$ cat src/rtl/regpkt_pkg.sv
`timescale 1ns/1ps
package regpkt_pkg;
  localparam int BYTE_W    = 8;
  localparam int ENTRY_CNT = 8;
  localparam int HDR_LEN   = 2;
  localparam int ENTRY_LEN = 3;
  localparam int PKT_LEN   = HDR_LEN + ENTRY_CNT * ENTRY_LEN;
  localparam int RSP_LEN   = ENTRY_CNT * ENTRY_LEN;
  localparam int SLOT_W    = $clog2(ENTRY_CNT);
  localparam int CNT_W     = $clog2(PKT_LEN);

  localparam logic [BYTE_W-1:0] OPC_WRITE  = 8'h99;
  localparam logic [BYTE_W-1:0] OPC_READ   = 8'hDD;
  localparam logic [BYTE_W-1:0] ADDR_END   = 8'hFE;
  localparam logic [BYTE_W-1:0] ADDR_DATAQ = 8'h0C;
  localparam logic [BYTE_W-1:0] STAT_OK    = 8'h00;
  localparam logic [BYTE_W-1:0] STAT_EMPTY = 8'h04;

  typedef enum logic [1:0] {OP_NONE, OP_WR, OP_RD} opKind_t;
  typedef enum logic [1:0] {ST_RECV, ST_DRAIN, ST_SEND} ctrlState_t;

  // strobes and indices from control to datapath
  typedef struct packed {
    logic              clrBuf;
    logic              capAddr;
    logic              capData;
    logic              issueWr;
    logic              issueRd;
    logic [SLOT_W-1:0] issueSlot;
    logic [SLOT_W-1:0] sendSlot;
    logic [1:0]        sendPhase;
  } dpCmd_t;

  function automatic opKind_t decodeOp(input logic [BYTE_W-1:0] b);
    if (b == OPC_WRITE)     return OP_WR;
    else if (b == OPC_READ) return OP_RD;
    else                    return OP_NONE;
  endfunction
endpackage

$ cat src/rtl/regpkt_ctrl.sv
`timescale 1ns/1ps
module regpkt_ctrl
  import regpkt_pkg::*;
(
  input  logic              clk,
  input  logic              rstN,
  input  logic              inValid,
  input  logic [BYTE_W-1:0] inData,
  output logic              inReady,
  output logic              outValid,
  input  logic              outReady,
  output dpCmd_t            cmd
);
  ctrlState_t        state;
  logic [CNT_W-1:0]  byteCnt;
  logic [1:0]        entPhase;
  logic [SLOT_W-1:0] entIdx;
  opKind_t           opKind;
  logic              termSeen;
  logic              issueWr, issueRd;
  logic [SLOT_W-1:0] issueSlot;
  logic [SLOT_W-1:0] sendSlot;
  logic [1:0]        sendPhase;

  logic inFire, outFire, inBody;

  assign inReady  = (state == ST_RECV);
  assign outValid = (state == ST_SEND);
  assign inFire   = inValid && inReady;
  assign outFire  = outValid && outReady;
  assign inBody   = (byteCnt >= CNT_W'(HDR_LEN));

  always_comb begin
    cmd           = '0;
    cmd.clrBuf    = inFire && (byteCnt == '0);
    cmd.capAddr   = inFire && inBody && (entPhase == 2'd0);
    cmd.capData   = inFire && inBody && (entPhase == 2'd1);
    cmd.issueWr   = issueWr;
    cmd.issueRd   = issueRd;
    cmd.issueSlot = issueSlot;
    cmd.sendSlot  = sendSlot;
    cmd.sendPhase = sendPhase;
  end

  always_ff @(posedge clk or negedge rstN) begin
    if (!rstN) begin
      state     <= ST_RECV;
      byteCnt   <= '0;
      entPhase  <= '0;
      entIdx    <= '0;
      opKind    <= OP_NONE;
      termSeen  <= 1'b0;
      issueWr   <= 1'b0;
      issueRd   <= 1'b0;
      issueSlot <= '0;
      sendSlot  <= '0;
      sendPhase <= '0;
    end else begin
      issueWr <= 1'b0;
      issueRd <= 1'b0;
      unique case (state)
        ST_RECV: if (inFire) begin
          if (byteCnt == CNT_W'(PKT_LEN - 1)) begin
            byteCnt <= '0;
            state   <= ST_DRAIN;
          end else begin
            byteCnt <= byteCnt + 1'b1;
          end
          if (byteCnt == '0) begin
            opKind   <= decodeOp(inData);
            termSeen <= 1'b0;
            entPhase <= '0;
            entIdx   <= '0;
          end else if (inBody) begin
            unique case (entPhase)
              2'd0: begin
                if (inData == ADDR_END) termSeen <= 1'b1;
                entPhase <= 2'd1;
              end
              2'd1: entPhase <= 2'd2;
              default: begin
                entPhase <= 2'd0;
                entIdx   <= entIdx + 1'b1;
                if (!termSeen) begin
                  issueWr   <= (opKind == OP_WR);
                  issueRd   <= (opKind == OP_RD);
                  issueSlot <= entIdx;
                end
              end
            endcase
          end
        end
        ST_DRAIN: begin
          sendSlot  <= '0;
          sendPhase <= '0;
          state     <= (opKind == OP_RD) ? ST_SEND : ST_RECV;
        end
        default: if (outFire) begin
          if (sendPhase == 2'(ENTRY_LEN - 1)) begin
            sendPhase <= '0;
            if (sendSlot == SLOT_W'(ENTRY_CNT - 1)) state <= ST_RECV;
            else sendSlot <= sendSlot + 1'b1;
          end else begin
            sendPhase <= sendPhase + 1'b1;
          end
        end
      endcase
    end
  end

  // no access once a terminator was seen in this packet
  a_r3_no_access_after_end: assert property (@(posedge clk) disable iff (!rstN)
    (issueWr || issueRd) |-> !termSeen);
  // unrecognised opcode never produces an access
  a_r7_no_access_bad_op: assert property (@(posedge clk) disable iff (!rstN)
    (issueWr || issueRd) |-> (opKind != OP_NONE));
  // writes only under a write opcode
  a_r1_write_needs_wr_op: assert property (@(posedge clk) disable iff (!rstN)
    issueWr |-> (opKind == OP_WR));
  // response stalls cleanly under backpressure
  a_r8_out_hold: assert property (@(posedge clk) disable iff (!rstN)
    (outValid && !outReady) |=> (outValid && $stable(sendSlot) && $stable(sendPhase)));
  // response begins only after the drain cycle carrying the last access
  a_r8_send_after_drain: assert property (@(posedge clk) disable iff (!rstN)
    $rose(outValid) |-> ($past(state) == ST_DRAIN));
  // input blocked whenever a response byte is offered
  a_r8_in_blocked: assert property (@(posedge clk) disable iff (!rstN)
    outValid |-> !inReady);
endmodule

$ cat src/rtl/regpkt_dp.sv
`timescale 1ns/1ps
module regpkt_dp
  import regpkt_pkg::*;
(
  input  logic              clk,
  input  logic              rstN,
  input  dpCmd_t            cmd,
  input  logic [BYTE_W-1:0] inData,
  output logic [BYTE_W-1:0] regAddr,
  output logic [BYTE_W-1:0] regWdata,
  output logic              regWe,
  output logic              regRe,
  input  logic [BYTE_W-1:0] regRdata,
  input  logic              regFifoEmpty,
  output logic [BYTE_W-1:0] outData
);
  logic [BYTE_W-1:0] addrReg, dataReg;
  logic [BYTE_W-1:0] rdStatus;
  logic [BYTE_W-1:0] slotValArr [ENTRY_CNT];
  logic [BYTE_W-1:0] slotStArr  [ENTRY_CNT];

  always_ff @(posedge clk or negedge rstN) begin
    if (!rstN) begin
      addrReg <= '0;
      dataReg <= '0;
    end else begin
      if (cmd.capAddr) addrReg <= inData;
      if (cmd.capData) dataReg <= inData;
    end
  end

  assign regAddr  = addrReg;
  assign regWdata = dataReg;
  assign regWe    = cmd.issueWr;
  assign regRe    = cmd.issueRd;
  assign rdStatus = ((addrReg == ADDR_DATAQ) && regFifoEmpty) ? STAT_EMPTY : STAT_OK;

  for (genvar g = 0; g < ENTRY_CNT; g++) begin : g_slot
    logic [BYTE_W-1:0] val, st;
    always_ff @(posedge clk or negedge rstN) begin
      if (!rstN) begin
        val <= '0;
        st  <= '0;
      end else if (cmd.clrBuf) begin
        val <= '0;
        st  <= '0;
      end else if (cmd.issueRd && (cmd.issueSlot == SLOT_W'(g))) begin
        val <= regRdata;
        st  <= rdStatus;
      end
    end
    assign slotValArr[g] = val;
    assign slotStArr[g]  = st;

    // a new packet starts from an all-zero slot
    a_r6_slot_cleared: assert property (@(posedge clk) disable iff (!rstN)
      cmd.clrBuf |=> (val == '0 && st == '0));
    // status takes only its two legal codes
    a_r5_status_legal: assert property (@(posedge clk) disable iff (!rstN)
      (st == STAT_OK) || (st == STAT_EMPTY));
  end

  always_comb begin
    unique case (cmd.sendPhase)
      2'd1:    outData = slotValArr[cmd.sendSlot];
      2'd2:    outData = slotStArr[cmd.sendSlot];
      default: outData = '0;
    endcase
  end

  // one kind of access per cycle
  a_r9_single_access: assert property (@(posedge clk) disable iff (!rstN)
    !(regWe && regRe));
endmodule

$ cat src/rtl/regpkt_engine.sv
`timescale 1ns/1ps
module regpkt_engine
  import regpkt_pkg::*;
(
  input  logic              clk,
  input  logic              rstN,
  input  logic              inValid,
  input  logic [BYTE_W-1:0] inData,
  output logic              inReady,
  output logic              outValid,
  output logic [BYTE_W-1:0] outData,
  input  logic              outReady,
  output logic [BYTE_W-1:0] regAddr,
  output logic [BYTE_W-1:0] regWdata,
  output logic              regWe,
  output logic              regRe,
  input  logic [BYTE_W-1:0] regRdata,
  input  logic              regFifoEmpty
);
  dpCmd_t cmd;

  regpkt_ctrl u_ctrl (
    .clk(clk), .rstN(rstN), .inValid(inValid), .inData(inData), .inReady(inReady),
    .outValid(outValid), .outReady(outReady), .cmd(cmd)
  );

  regpkt_dp u_dp (
    .clk(clk), .rstN(rstN), .cmd(cmd), .inData(inData),
    .regAddr(regAddr), .regWdata(regWdata), .regWe(regWe), .regRe(regRe),
    .regRdata(regRdata), .regFifoEmpty(regFifoEmpty), .outData(outData)
  );
endmodule

$ cat config.mk
export PLATFORM = sky130hd
export DESIGN_NAME = regpkt_engine
export DESIGN_NICKNAME = d
export VERILOG_FILES = /design/src/rtl/regpkt_pkg.sv /design/src/rtl/regpkt_ctrl.sv /design/src/rtl/regpkt_dp.sv /design/src/rtl/regpkt_engine.sv
export SDC_FILE = /design/constraint.sdc
export NUM_CORES = 1
export LEC_CHECK = 0
export ABC_CLOCK_PERIOD_IN_PS = 4350
export CAP_MARGIN = 30
export CORE_MARGIN = 10
export CORE_UTILIZATION = 40
export CTS_BUF_LIST = sky130_fd_sc_hd__clkbuf_4 sky130_fd_sc_hd__clkbuf_8
export CTS_CLUSTER_DIAMETER = 200
export DETAILED_ROUTE_END_ITERATION = 6
export PLACE_DENSITY = 0.7
export SYNTH_ARGS = -nofsm -noshare
export SYNTH_HDL_FRONTEND = slang
export SYNTH_SLANG_ARGS = --single-unit
$ cat constraint.sdc
create_clock -name clk -period 4.35 [get_ports clk]
set_input_delay 0.87 -clock clk [delete_from_list [all_inputs] [get_ports clk]]
set_output_delay 0.87 -clock clk [all_outputs]
set_load 0.1 [all_outputs]
Yosys cells after proc, flatten, opt, wreduce, memory -nomap -nowiden
Cells that the tools add are included.
{"block": "totals", "mem_bits_ro": 0, "mem_count": 0, "ramBits": 0, "latch_bits": 0, "out_inout_bits": 28, "inputBits": 21, "reg_bits": 169}
{"block": "classes", "shifts": 0, "n_reduce_logical": 45, "n_bitwise": 5, "n_eq_ne": 24, "n_lt_le_gt_ge": 2, "div_mod_pow": 0, "addsub": 4, "mux": 79, "mul": 0}
{"cell": "2-to-1 mux 8 bit", "count": 36}
{"cell": "binary-select mux 8 bit (select 3 bit)", "count": 2}
{"cell": "nonzero test 2 bit", "count": 13}
{"cell": "== test 8 bit, second input constant", "count": 3}
{"cell": "2-to-1 mux 2 bit", "count": 12}
{"cell": "2-to-1 mux 3 bit", "count": 7}
{"cell": "2-to-1 mux 1 bit", "count": 16}
{"cell": "one-hot mux 8 bit (2 select lines)", "count": 1}
{"cell": "== test 3 bit, second input constant", "count": 5}
{"cell": "logical AND 1 bit", "count": 15}
{"cell": "one-hot mux 2 bit (2 select lines)", "count": 3}
{"cell": "AND reduction 5 bit", "count": 2}
{"cell": "nonzero test 3 bit", "count": 3}
{"cell": "== test 2 x 1 -> 1 bit, second input constant", "count": 4}
{"cell": "== test 8 x 4 -> 1 bit, second input constant", "count": 1}
{"cell": "AND reduction 4 bit", "count": 2}
{"cell": "adder 3 x 1 -> 3 bit, second input constant", "count": 2}
{"cell": "== test 2 bit, second input constant", "count": 3}
{"cell": "== test 3 x 2 -> 1 bit, second input constant", "count": 2}
{"cell": "!= test 2 bit, second input constant", "count": 3}
{"cell": "one-hot mux 3 bit (2 select lines)", "count": 1}
{"cell": "AND reduction 3 bit", "count": 2}
{"cell": "AND reduction 6 bit", "count": 1}
{"cell": "adder 5 x 1 -> 5 bit, second input constant", "count": 1}
{"cell": "other kinds (14)", "count": 19}

Logic depth before layout (Yosys ltp)
{"block": "logic_depth", "word_depth": 7, "mapped_depth": 7}

Cells and area by module
A second synthesis with hierarchy kept.
{"block": "hier_totals", "hier_cells": 555, "area_unflattened_um2": 5684.2}
{"module": "regpkt_dp", "area_each_um2": 4256.6, "seq_area_each_um2": 2202.1, "n_inst": 1, "cells_each": 425}
{"module": "regpkt_ctrl", "area_each_um2": 1427.6, "seq_area_each_um2": 625.6, "n_inst": 1, "cells_each": 130}

Worst setup path after synthesis
No wires, ideal clock.
{"block": "synth_timing", "path_type": "reg2out", "from": "reg u_ctrl.sendSlot[0]", "to": "out outData[2]", "path_buffers": 1, "setup_slack_ps": 345, "t_required_ps": 3480, "arrival_time_ps": 3135, "stages_incl_launch_ff": 5, "cell_sequence": "dfrtp_1 -> buf_2 -> mux4_2 -> nor2_1 -> o21ai_0"}
{"block": "synth_via", "elab_chain_len": 5, "elab_cells_between_ends": 8}
{"element": "start: declaration", "line_no": "regpkt_ctrl.sv:22", "rtl": "logic [SLOT_W-1:0] sendSlot;"}
{"element": "start signal: assignment", "line_no": "regpkt_ctrl.sv:102", "rtl": "else sendSlot <= sendSlot + 1'b1;"}
{"element": "inverter 3 -> 4 bit (not written as such) (*)", "line_no": "regpkt_dp.sv:65, regpkt_dp.sv:66"}
{"element": "binary-select mux 8 bit (select 3 bit) (on tied branches)", "line_no": "regpkt_dp.sv:66, regpkt_dp.sv:65"}
{"element": "2-to-1 mux 8 bit (on tied branches) (2 in series)", "line_no": "regpkt_dp.sv:66, regpkt_dp.sv:65"}
{"element": "one-hot mux 8 bit (2 select lines) (*)", "line_no": "regpkt_dp.sv:64", "rtl": "unique case (cmd.sendPhase)"}
{"element": "end: declaration", "line_no": "regpkt_engine.sv:11", "rtl": "output logic [BYTE_W-1:0] outData,"}
Every way passes the cells marked *; elsewhere a longest branch is shown, timed or not. The select of a mux whose other input is x is not followed.

Final worst setup path
{"block": "layout_timing", "from": "reg u_ctrl.sendSlot[1]", "to": "out outData[1]"}
Same word-level chain as after synthesis.

==> summary.txt <==
Timing
  – RSZ-0062 raised after global routing: no
  – FMAX: around 300 MHz
  – Final hold vios: 0
  – Slew HR: 31.1%
  – Final min period: 3.33 ns
  – Setup_tns: 0 ns
  – Final period util: between 70 and 80%
  – Final Hold Slack: 0.382 ns
  – Final Slew Violations: 0
  – Setup Viol. Count Final: 0
  – Setup Skew: 0.0108 ns
  – Worst-Margin Slew: 1.03 ns

CTS
  – Clock transition at the registers of the reported paths: 0.06 ns
  – CTS Sinks: about 110
  – Post-CTS setup buffer count: 0
  – CTS tree: yes
  – Worst-Skew Late Latency: 0.44 ns
  – CTS root buf: clkbuf_8
  – H-tree depth: 4
  – Num CTS Buffers: 17
  – Clock Path Buffers: 2
  – Post-CTS sizing: 0
  – Post-cts hold buffer count: 0

Pwr
  – Internal power: approximately 2.3 mW
  – PD cells: 579 nW/um2
  – Comb pwr share: 34.6%
  – Pleak: between 2 and 3 nW
  – Sw power: 1.49 mW
  – Peak supply drop: 0.499 mV
  – Sequential power share: 40.5%
  – Sw Share: 39.6%
  – Clock power frac: 24.8%

Place
  – Dpl hpwl: 9410 um
  – GPL Wtd Cong: 0.835
  – Placed insts: 735
  – Port Buffers: 48

Global routing
  – Largest net degree at the start of global routing: 52
  – Number of global-route vias before repair: 4352
  – Initial antenna violation count: 0
  – GRT overflow: 0
  – Total GRT Usage: between 15 and 20%
  – Global-route wire length before repair: 22800 um

Finish
  – Fill cells: 1194
  – Util after Layout: between 40 and 50%
  – Post-Layout Cell Count: 766
  – Layout cells sized above 1: between 10% and 20%
  – Area of the multi-input gates: between 2000 and 2500 um2
  – Antenna cells: 0
  – Nets: 610
  – Register area: 2830 um2
  – Syn-to-layout area delta: 18.5%

Detailed routing
  – DRT antenna net count: 0
  – Initial DRC Count: 294
  – Number of detailed-route iterations in the first pass: 5
  – Wire per inst: 18.2 um
  – Overall routed net length: about 14000 um
  – Routed vias: approximately 4.2k
  – DRC viols: 0
  – Via density: about 5.5

Worst setup path
  – CP bufs+invs: 1
  – Critical path cell sequence: mux4_2 > mux2i_1 > nor2_1 > buf_4
  – Crit path depth: 4
  – CP startpoint kind: flip-flop
  – Crit-path slowest cell: dfrtp_1
  – Worst setup EP type: primary output
  – CP peak stage delay: 1.00 ns
  – Reg2reg path depth: 7
  – Crit Path Max Fanout: 22
  – WP data required: 3.48 ns
  – Critical path's top delay family: flip-flops
  – Critical path class: reg2out
  – Worst path arrival time: 2.46 ns

Floorplan
  – CORE AREA: between 10000 and 15000 um2
  – Die X-Extent: 137 um
  – Initial core utilization: 41.1%
  – Num ports: 49
  – Site Rows: 42
  – DIE AREA: 18700 um2
  – Die Ht: 137 um

Synthesis
  – Avg Inst Size Synth: 10.2 um2
  – Yosys top cell by area: dfrtp_1
  – Number of synthesis warnings: 0
  – Leading post-synthesis cells by cell area: dfrtp_1 52%, nand2_1 9.8%, mux4_2 6.6%, a21oi_1 5.6%, mux2_2 3.7%
  – Most frequent cell after synthesis: nand2_1
  – Async set-reset flop share out of synthesis: 100%
  – Number of synthesized flops with an enable pin: 0
  – Seq/Total Area, Yosys: about half
  – Yosys cell types: 46
  – Synth top area share: 51.7%
  – Syn Nets: roughly 570
  – Mapped Area: 5470 um2
  – Syn Inst Count: 535
  – Register bit total from synthesis: 113
  – Commonest cells post-synth: 142 x nand2_1, 113 x dfrtp_1, 61 x a21oi_1, 23 x nor2_1, 22 x o21ai_0
  – Most used DFF post-synth: dfrtp_1

Min path
  – Worst hold path type: in2async

Run status
  – Status: finished clean

Run
  – Max-cap viol count: 0
-- state kept, by name, summed over array words and instances, names as in the netlist --
| signal | count |
|---|---|
| u_ctrl.entIdx | 3 |
| u_ctrl.state | 2 |
| u_ctrl.opKind | 2 |
| u_ctrl.issueSlot | 3 |
| u_ctrl.sendPhase | 2 |
| u_ctrl.issueWr | 1 |
| u_ctrl.termSeen | 1 |
| u_ctrl.issueRd | 1 |
| u_dp.g_slot.st | 8 |
| u_dp.regWdata | 8 |
| u_dp.regAddr | 8 |
| u_ctrl.sendSlot | 3 |
| u_ctrl.entPhase | 2 |
| u_dp.g_slot.val | 64 |
| u_ctrl.byteCnt | 5 |
-- power by group through the flow --
stage	Combinational [mW]	Sequential, mW	Clock [mW]
CTS	1.31	1.52	0.947
global route	1.38	1.56	0.997
finish	1.30	1.52	0.931
floorplan	0.497	2.01	0
detailed placement	1.31	1.54	0
global placement	1.28	1.51	0
-- per-layer routing --
layer	wire [um]	up-vias	track usage (%)	part of all wire (%)
met2	7110	140	26.1	51
li1	-	1944	-	-
met5	0	-	0	0
met1	5600	2128	18.6	40
met3	921	24	4.44	6.6
met4	290	0	6.09	2.1
-- through the flow --
stage / total power, mW / setup WS [ns] / area (um2)
6_report: 3.75 / 1.02 / 6480
5_1_grt: 3.94 / 0.912 / 6480
4_1_cts: 3.78 / 1.00 / 6480
3_3_place_gp: 2.79 / 1.30 / 6070
3_5_place_dp: 2.85 / 1.28 / 6100
2_1_floorplan: 2.50 / 0.345 / 5470
-- kinds of logic after synthesis --
| kind of cell | synth area share [%] |
|---|---|
| compound gates | 10.6 |
| xor+xnor | 0.160 |
| fa+ha+maj | 2.52 |
| buf+inv | 2.86 |
| mux | 13.9 |
| flops | 51.7 |
| simple gates | 18.3 |
-- worst register-to-register path, cell delays in order, from the launching register on --
cell     delay, ns
dfrtp_1       0.48
inv_1         0.12
ha_1          0.20
or4b_1        0.57
nor2_4        0.32
buf_4         0.52
nor2_1        0.12
o21ai_0       0.15
-- final cells by class --
type / instances / share of cell area, %
clock buffer: 25 / 4.93
inverter: 6 / 0.348
timing repair buffer: 57 / 8.42
tap: 176 / 3.40
multi-input combinational: 383 / 38.4
sequential: 113 / 43.7
clock inverter: 6 / 0.850
-- placed cells by master (no fill, tap or decap), types with 3 or more instances in the layout --
cell             netlist  layout
clkinv_2               0       5
clkdlybuf4s50_1        0      39
clkbuf_4               0       4
o21ai_0               22      22
nand2_1              142     142
inv_1                  6       6
mux2i_1               15      15
a22o_1                 8       8
or3_1                  3       3
a21oi_1               61      61
nand4_1                4       4
nor3_1                 4       4
nand3_1               12      12
mux2_2                18      18
clkbuf_8               0      21
nand3b_1               3       3
nor2b_1                5       5
nor2_1                23      23
ha_1                  11      11
mux4_2                16      16
dfrtp_1              113     113
buf_4                  1      17
mux2_4                 3       3
-- final timing paths --
path	slack [ns]	to	startpoint
worst min-delay path	0.38	u_dp.regWdata[6]$_DFFE_PN0P_	rstN
worst max register to register	1.81	u_dp.g_slot[3].st[2]$_DFFE_PN0P_	u_ctrl.byteCnt[1]$_DFFE_PN0P_
worst min register to register	0.44	u_ctrl.issueRd$_DFF_PN0_	u_ctrl.opKind[0]$_DFFE_PN0P_
max in group asynchronous	3.07	u_dp.g_slot[7].val[0]$_DFFE_PN0P_	rstN
min in group clk	0.44	u_ctrl.issueRd$_DFF_PN0_	u_ctrl.opKind[0]$_DFFE_PN0P_
worst max-delay path	1.02	outData[1]	u_ctrl.sendSlot[1]$_DFFE_PN0P_
Note: power is estimated with default switching activity, not from simulation.
